### src/rtl/nic_regwin_pkg.sv
package nic_regwin_pkg;
  typedef enum logic [1:0] {
    OFF_ROM   = 2'd0,
    OFF_PTR   = 2'd1,
    OFF_MBASE = 2'd2,
    OFF_CSR   = 2'd3
  } reg_off_e;

  localparam int unsigned CSR_SEL_BIT = 0;
endpackage

### src/rtl/nic_regwin_sync.sv
module nic_regwin_sync #(
  parameter int unsigned STAGES = 2
) (
  input  logic clk_i,
  input  logic rst_ni,
  input  logic strobe_i,
  output logic rise_o,
  output logic fall_o
);
  logic [STAGES:0] q;

  always_ff @(posedge clk_i or negedge rst_ni) begin
    if (!rst_ni) q <= '0;
    else         q <= {q[STAGES-1:0], strobe_i};
  end

  assign rise_o = q[STAGES-1] & ~q[STAGES];
  assign fall_o = ~q[STAGES-1] & q[STAGES];

  // an edge pulse lasts one cycle
  a_r4_single_fall: assert property (@(posedge clk_i) disable iff (!rst_ni)
    fall_o |=> !fall_o);
  a_r4_single_rise: assert property (@(posedge clk_i) disable iff (!rst_ni)
    rise_o |=> !rise_o);
endmodule

### src/rtl/nic_regwin_addr.sv
module nic_regwin_addr
  import nic_regwin_pkg::*;
(
  input  logic       clk_i,
  input  logic       rst_ni,
  input  logic [1:0] addr_i,
  input  logic       le_i,
  output reg_off_e   off_o
);
  always_ff @(posedge clk_i or negedge rst_ni) begin
    if (!rst_ni)   off_o <= OFF_ROM;
    else if (le_i) off_o <= reg_off_e'(addr_i);
  end

  // the held index moves only on a capture
  a_r1_hold: assert property (@(posedge clk_i) disable iff (!rst_ni)
    !le_i |=> $stable(off_o));
endmodule

### src/rtl/nic_regwin_ptr.sv
module nic_regwin_ptr #(
  parameter int unsigned PTR_W = 8
) (
  input  logic             clk_i,
  input  logic             rst_ni,
  input  logic             init_i,
  input  logic             clr_i,
  input  logic             adv_i,
  output logic [PTR_W-1:0] ptr_o
);
  always_ff @(posedge clk_i or negedge rst_ni) begin
    if (!rst_ni)                ptr_o <= '0;
    else if (init_i || clr_i)   ptr_o <= '0;
    else if (adv_i)             ptr_o <= ptr_o + 1'b1;
  end

  a_r8_init_clears: assert property (@(posedge clk_i) disable iff (!rst_ni)
    init_i |=> ptr_o == '0);
  a_r5_clear: assert property (@(posedge clk_i) disable iff (!rst_ni)
    clr_i |=> ptr_o == '0);
  a_r3_step: assert property (@(posedge clk_i) disable iff (!rst_ni)
    (adv_i && !init_i && !clr_i) |=> ptr_o == $past(ptr_o) + 1'b1);
  a_r3_idle: assert property (@(posedge clk_i) disable iff (!rst_ni)
    (!adv_i && !init_i && !clr_i) |=> $stable(ptr_o));
endmodule

### src/rtl/nic_regwin_regs.sv
module nic_regwin_regs
  import nic_regwin_pkg::*;
#(
  parameter int unsigned DATA_W = 16
) (
  input  logic              clk_i,
  input  logic              rst_ni,
  input  logic              init_i,
  input  logic              wr_i,
  input  reg_off_e          off_i,
  input  logic [DATA_W-1:0] wdata_i,
  output logic [DATA_W-1:0] mbase_o,
  output logic [DATA_W-1:0] csr_o
);
  always_ff @(posedge clk_i or negedge rst_ni) begin
    if (!rst_ni) begin
      mbase_o <= '0;
      csr_o   <= '0;
    end else if (init_i) begin
      mbase_o <= '0;
      csr_o   <= '0;
    end else if (wr_i) begin
      if (off_i == OFF_MBASE) mbase_o <= wdata_i;
      if (off_i == OFF_CSR)   csr_o   <= wdata_i;
    end
  end

  a_r8_init_regs: assert property (@(posedge clk_i) disable iff (!rst_ni)
    init_i |=> (mbase_o == '0 && csr_o == '0));
  a_r6_load: assert property (@(posedge clk_i) disable iff (!rst_ni)
    (wr_i && !init_i && off_i == OFF_MBASE) |=> mbase_o == $past(wdata_i));
  a_r9_rom_write: assert property (@(posedge clk_i) disable iff (!rst_ni)
    (wr_i && !init_i && off_i == OFF_ROM) |=> ($stable(mbase_o) && $stable(csr_o)));
endmodule

### src/rtl/nic_regwin.sv
module nic_regwin
  import nic_regwin_pkg::*;
#(
  parameter int unsigned DATA_W      = 16,
  parameter int unsigned PTR_W       = 8,
  parameter int unsigned SYNC_STAGES = 2
) (
  input  logic              clk_i,
  input  logic              rst_ni,
  input  logic [1:0]        addr_i,
  input  logic              addr_le_i,
  input  logic              rd_i,
  input  logic              wr_i,
  input  logic [DATA_W-1:0] wdata_i,
  input  logic              init_i,
  input  logic [DATA_W-1:0] rom_data_i,
  output logic [DATA_W-1:0] rdata_o,
  output logic [PTR_W-1:0]  rom_addr_o,
  output logic              rom_sel_o,
  output logic [DATA_W-1:0] membase_o,
  output logic [DATA_W-1:0] csr_o
);
  localparam int unsigned PAD_W = DATA_W - PTR_W;

  reg_off_e         off;
  logic             rd_rise, rd_fall, wr_rise, wr_fall;
  logic             ptr_adv, ptr_clr;
  logic [PTR_W-1:0] ptr;

  nic_regwin_addr u_addr (
    .clk_i, .rst_ni, .addr_i, .le_i(addr_le_i), .off_o(off)
  );

  nic_regwin_sync #(.STAGES(SYNC_STAGES)) u_rd_sync (
    .clk_i, .rst_ni, .strobe_i(rd_i), .rise_o(rd_rise), .fall_o(rd_fall)
  );

  nic_regwin_sync #(.STAGES(SYNC_STAGES)) u_wr_sync (
    .clk_i, .rst_ni, .strobe_i(wr_i), .rise_o(wr_rise), .fall_o(wr_fall)
  );

  // advance after the read completes; rewind on write start
  assign ptr_adv = rd_fall && (off == OFF_ROM);
  assign ptr_clr = wr_rise && (off == OFF_PTR);

  nic_regwin_ptr #(.PTR_W(PTR_W)) u_ptr (
    .clk_i, .rst_ni, .init_i, .clr_i(ptr_clr), .adv_i(ptr_adv), .ptr_o(ptr)
  );

  nic_regwin_regs #(.DATA_W(DATA_W)) u_regs (
    .clk_i, .rst_ni, .init_i, .wr_i(wr_rise), .off_i(off), .wdata_i,
    .mbase_o(membase_o), .csr_o(csr_o)
  );

  assign rom_addr_o = ptr;
  assign rom_sel_o  = csr_o[CSR_SEL_BIT];

  always_comb begin
    unique case (off)
      OFF_ROM:   rdata_o = rom_data_i;
      OFF_PTR:   rdata_o = {{PAD_W{1'b0}}, ptr};
      OFF_MBASE: rdata_o = membase_o;
      OFF_CSR:   rdata_o = csr_o;
      default:   rdata_o = '0;
    endcase
  end

  // read and write edges in the same cycle are independent; reads never clear
  a_r4_no_double_adv: assert property (@(posedge clk_i) disable iff (!rst_ni)
    ptr_adv |=> !ptr_adv);
  a_r3_rd_rise_quiet: assert property (@(posedge clk_i) disable iff (!rst_ni)
    (rd_rise && !wr_rise && !wr_fall && !init_i) |=> $stable(rom_addr_o));
endmodule

### config.mk
export PLATFORM = sky130hd
export DESIGN_NAME = nic_regwin
export DESIGN_NICKNAME = d
export VERILOG_FILES = /design/src/rtl/nic_regwin_pkg.sv /design/src/rtl/nic_regwin_sync.sv /design/src/rtl/nic_regwin_addr.sv /design/src/rtl/nic_regwin_ptr.sv /design/src/rtl/nic_regwin_regs.sv /design/src/rtl/nic_regwin.sv
export SDC_FILE = /design/constraint.sdc
export NUM_CORES = 1
export LEC_CHECK = 0
export ABC_CLOCK_PERIOD_IN_PS = 1800
export BUFFER_PORTS_ARGS = -buffer_cell sky130_fd_sc_hd__buf_2
export CORE_ASPECT_RATIO = 0.5
export CORE_UTILIZATION = 35
export CTS_BUF_LIST = sky130_fd_sc_hd__clkbuf_8 sky130_fd_sc_hd__clkbuf_16
export CTS_CLUSTER_DIAMETER = 60
export DETAILED_ROUTE_END_ITERATION = 6
export SYNTH_ARGS = -nofsm -noshare
export SYNTH_HDL_FRONTEND = slang
export SYNTH_SLANG_ARGS = --single-unit
### constraint.sdc
create_clock -name clk_i -period 1.8 [get_ports clk_i]
set_input_delay 0.27 -clock clk_i [delete_from_list [all_inputs] [get_ports clk_i]]
set_output_delay 0.27 -clock clk_i [all_outputs]
set_load 0.05 [all_outputs]
==> summary.md <==
| Metric | Value |
|---|---|
| Violated checks | `setup timing` |
| Clock Power Share | `34.8%` |
| Final nets | `around 380` |
| Seq/Total Area, Yosys | `52.0%` |
| Multi-input logic area | `1060 µm²` |
| RSZ-0062 raised after global routing | `true` |
| Class of the worst hold path | `primary input to register` |
| Synth unique cells | `30` |
| Share of total power in combinational logic | `22.8%` |
| Sw frac | `29.1%` |
| First-pass GRT wire length | `around 11 mm` |
| Synth Area in XOR/XNOR | `less than 1%` |
| Synth-to-Final Area Change | `44.1%` |
| Critical path arrival | `1.57 ns` |
| Cell family with most CP delay | `flip-flops` |
| Max_cap viols | `0` |
| Fillers | `572` |
| Placed cell count | `411` |
| Layout Skew | `0.00670 ns` |
| Num rows | `20` |
| Share of layout cells above drive strength 1 | `47.5%` |
| DRT Wirelength | `6.58 mm` |
| Grt total ovfl | `0` |
| Avg Cell Area, Syn | `10.2 µm²` |
| IO Pins | `97` |
| Final worst slack | `-0.0374 ns` |
| Fmax | `544 MHz` |
| Crit path max fanout | `13` |
| Post-synth top area cell | `dfrtp_1` |
| Worst path bufs/invs | `2` |
| Worst Max-Slew Pin Slew | `0.506 ns` |
| Synth Register Bits | `48` |
| Psw | `781 µW` |
| Max-slew headroom | `66.3%` |
| Global placement routability congestion | `0.826` |
| Largest family of logic cells by synthesized area | `simple AND/OR/NAND/NOR gates` |
| TritonCTS clock tree | `built` |
| Critical path launch point type | `register` |
| DIE HEIGHT | `59.5 µm` |
| Iter 0 DRT Violations | `about 140` |
| Share of flip-flops with an asynchronous set or reset | `100%` |
| Residual DRC count | `0` |
| DP HPWL | `about 4.8 mm` |
| Status | `complete, but fails checks` |
| Simple logic cell fraction of the synthesized area | `approximately 18%` |
| Clock Latency Late Sink | `0.29 ns` |
| Initial Utilization | `37.2%` |
| Pins Over Slew Limit | `0` |
| Number of flops mapped to enable cells by yosys | `0` |
| Die width | `roughly 120 µm` |
| 1st-pass router iterations | `4` |
| Mapped Area | `2310 µm²` |
| Post-synthesis adder-cell area fraction | `0.541%` |
| Post-synth top area share | `52.0%` |
| Reg clk slew, reported paths | `roughly 0.070 ns` |
| Core area | `6210 µm²` |
| Critical path data required time | `1.53 ns` |
| Final ANT Viol Nets | `0` |
| Largest net degree at the start of global routing | `29` |
| Gate Count Post-Synth | `~230` |
| Worst hold slack | `0.0901 ns` |
| Mux cell area share after synthesis | `13.5%` |
| Clock tree buffer depth | `2` |
| Worst path cell trace | `buf_12, mux2_2, a22o_2, buf_6` |
| Die area | `6950 µm²` |
| Setup CP Type | `register to output port` |
| Final hold violations | `0` |
| Port Buf Inserts | `96` |
| Min Clock Period, post-route | `1.84 ns` |
| Avg WL per Cell | `15.5 µm` |
| Peak supply drop | `363 µV` |
| CP peak stage delay | `~0.41 ns` |
| Vias | `2147` |
| Warnings from Yosys | `0` |
| H-Tree Depth | `2` |
| Seq. cell area | `1200 µm²` |
| Post-Place Setup Slack | `0.125 ns` |
| Sequential power share | `42.5%` |
| PwrDens | `806 nW/µm²` |
| Vias in the first global route | `2158` |
| Gr usage total | `approximately a fifth` |
| Final setup vio count | `13` |
| Vias per cell | `5.05` |
| Internal power | `1.90 mW` |
| Leak | `1.62 nW` |
| Number of buffers created by CTS | `5` |
| CP Capture Type | `output port` |
| Diode count | `0` |
| Crit share post-route | `102%` |
| Fin cells | `425` |
| Compound-cell area share of the yosys netlist | `about an eighth` |
| Clock root buffer | `clkbuf_16` |
| CTS Sinks | `48` |
| Post-synth net total | `267` |
| Largest cells by area after synthesis | `dfrtp_1 (52%), nand2_1 (11%), a21oi_1 (8.0%)` |
| Most used DFF post-synth | `dfrtp_1` |
| CP max-delay cell | `dfrtp_2` |
| Antenna violations before repair | `0` |
| Final Util | `53.6%` |
-- logic make-up (layout without fill, tap and decap cells) --
kind of cell	count (synthesis)	count (layout)
xor gates and xnor gates	1	1
buffers and inverters	20	131
and+or+nand+nor	86	86
AOI/OAI and AO/OA	50	50
adders and majority gates	1	1
muxes	20	20
DFF	48	48
-- power by group through the flow --
stage                     clock [mW]  combinational [mW]  sequential (mW)
after global routing            1.01               0.647             1.14
after detailed placement           0               0.539             1.16
after CTS                      0.951               0.606             1.14
after global placement             0               0.532             1.15
final                          0.932               0.611             1.14
after floorplan                    0               0.278             1.22
-- cells in the final DEF (no fill, tap or decap), types with 2 or more instances in the layout --
| cell | count |
|---|---|
| a21oi_1 | 36 |
| a22o_2 | 8 |
| buf_12 | 2 |
| buf_2 | 80 |
| buf_4 | 19 |
| buf_6 | 17 |
| clkbuf_16 | 5 |
| clkinv_2 | 2 |
| dfrtp_1 | 47 |
| inv_1 | 3 |
| mux2_2 | 10 |
| mux2i_1 | 2 |
| mux4_2 | 8 |
| nand2_1 | 65 |
| nand3_1 | 2 |
| nand4bb_1 | 2 |
| nor2_1 | 3 |
| o21ai_0 | 3 |
| o31ai_1 | 2 |
| or3_1 | 3 |
-- state kept, by name, summed over array words and instances (netlist names) --
| name | cells |
|---|---|
| u_wr_sync.q | 3 |
| u_regs.mbase_o | 16 |
| u_ptr.ptr_o | 8 |
| u_regs.csr_o | 16 |
| u_addr.off_o | 2 |
| u_rd_sync.q | 3 |
-- worst paths after layout --
| check | end | slack [ns] | depth (start not counted) | startpoint |
|---|---|---|---|---|
| worst max-delay path | rdata_o[13] | -0.04 | 4 | u_addr.off_o[0]$_DFFE_PN0P_ |
| worst min-delay path | u_wr_sync.q[0]$_DFF_PN0_ | 0.09 | 1 | wr_i |
| worst max register to register | u_ptr.ptr_o[6]$_DFFE_PN0P_ | -0.01 | 4 | u_addr.off_o[0]$_DFFE_PN0P_ |
| worst min register to register | u_rd_sync.q[1]$_DFF_PN0_ | 0.35 | 0 | u_rd_sync.q[0]$_DFF_PN0_ |
| max in group asynchronous | u_ptr.ptr_o[0]$_DFFE_PN0P_ | 0.79 | 3 | rst_ni |
| min in group asynchronous | u_regs.mbase_o[10]$_DFFE_PN0P_ | 0.49 | 2 | rst_ni |
-- timing repair --
item / in CTS / in global routing
pin swaps: 3 / 0
hold buffers: 1 / 0
resized for setup: 32 / 9
hold endpoints to repair: 19 / 0
buffers inserted: 5 / 0
setup endpoints to repair: 16 / 19
cloned: 0 / 0
-- metrics by stage --
step	TNS, ns	area (µm²)	total power, mW
floorplan	0	2320	1.50
global placement	0	3000	1.69
detailed placement	0	3000	1.69
CTS	-0.753	3300	2.69
global route	-1.12	3330	2.80
finish	-0.314	3330	2.68
-- layer usage --
metal | GRT usage, % | wire length [µm] | part of all wire [%] | vias to the layer above
li1 | - | - | - | 1010
met1 | 27.2 | 2910 | 44 | 1092
met2 | 35.8 | 3390 | 52 | 40
met3 | 4.29 | 239 | 3.6 | 5
met4 | 5.06 | 42 | 0.64 | 0
met5 | 0 | 0 | 0 | -
-- final cells by class --
| cell class | instances | share of cell area, % |
|---|---|---|
| timing repair buffer | 120 | 24.0 |
| inverter | 3 | 0.338 |
| sequential | 48 | 36.1 |
| tap | 88 | 3.31 |
| multi-input combinational | 158 | 31.8 |
| clock buffer | 6 | 4.17 |
| clock inverter | 2 | 0.301 |
-- worst reg2reg max path, cell delays in order, from the launching register on --
cell	delay, ns
dfrtp_2	0.44
buf_4	0.14
or4b_4	0.54
or4_1	0.48
a21oi_1	0.13
-- Yosys cell counts, types with 3 or more instances --
cell type and n:
a22o_1 8, a21oi_1 37, mux4_2 8, nand2_1 65, inv_1 3, nor2_1 3, dfrtp_1 48, o21ai_0 3
or3_1 3, mux2_2 10, clkbuf_1 12
(Power assumes the default switching activity.)
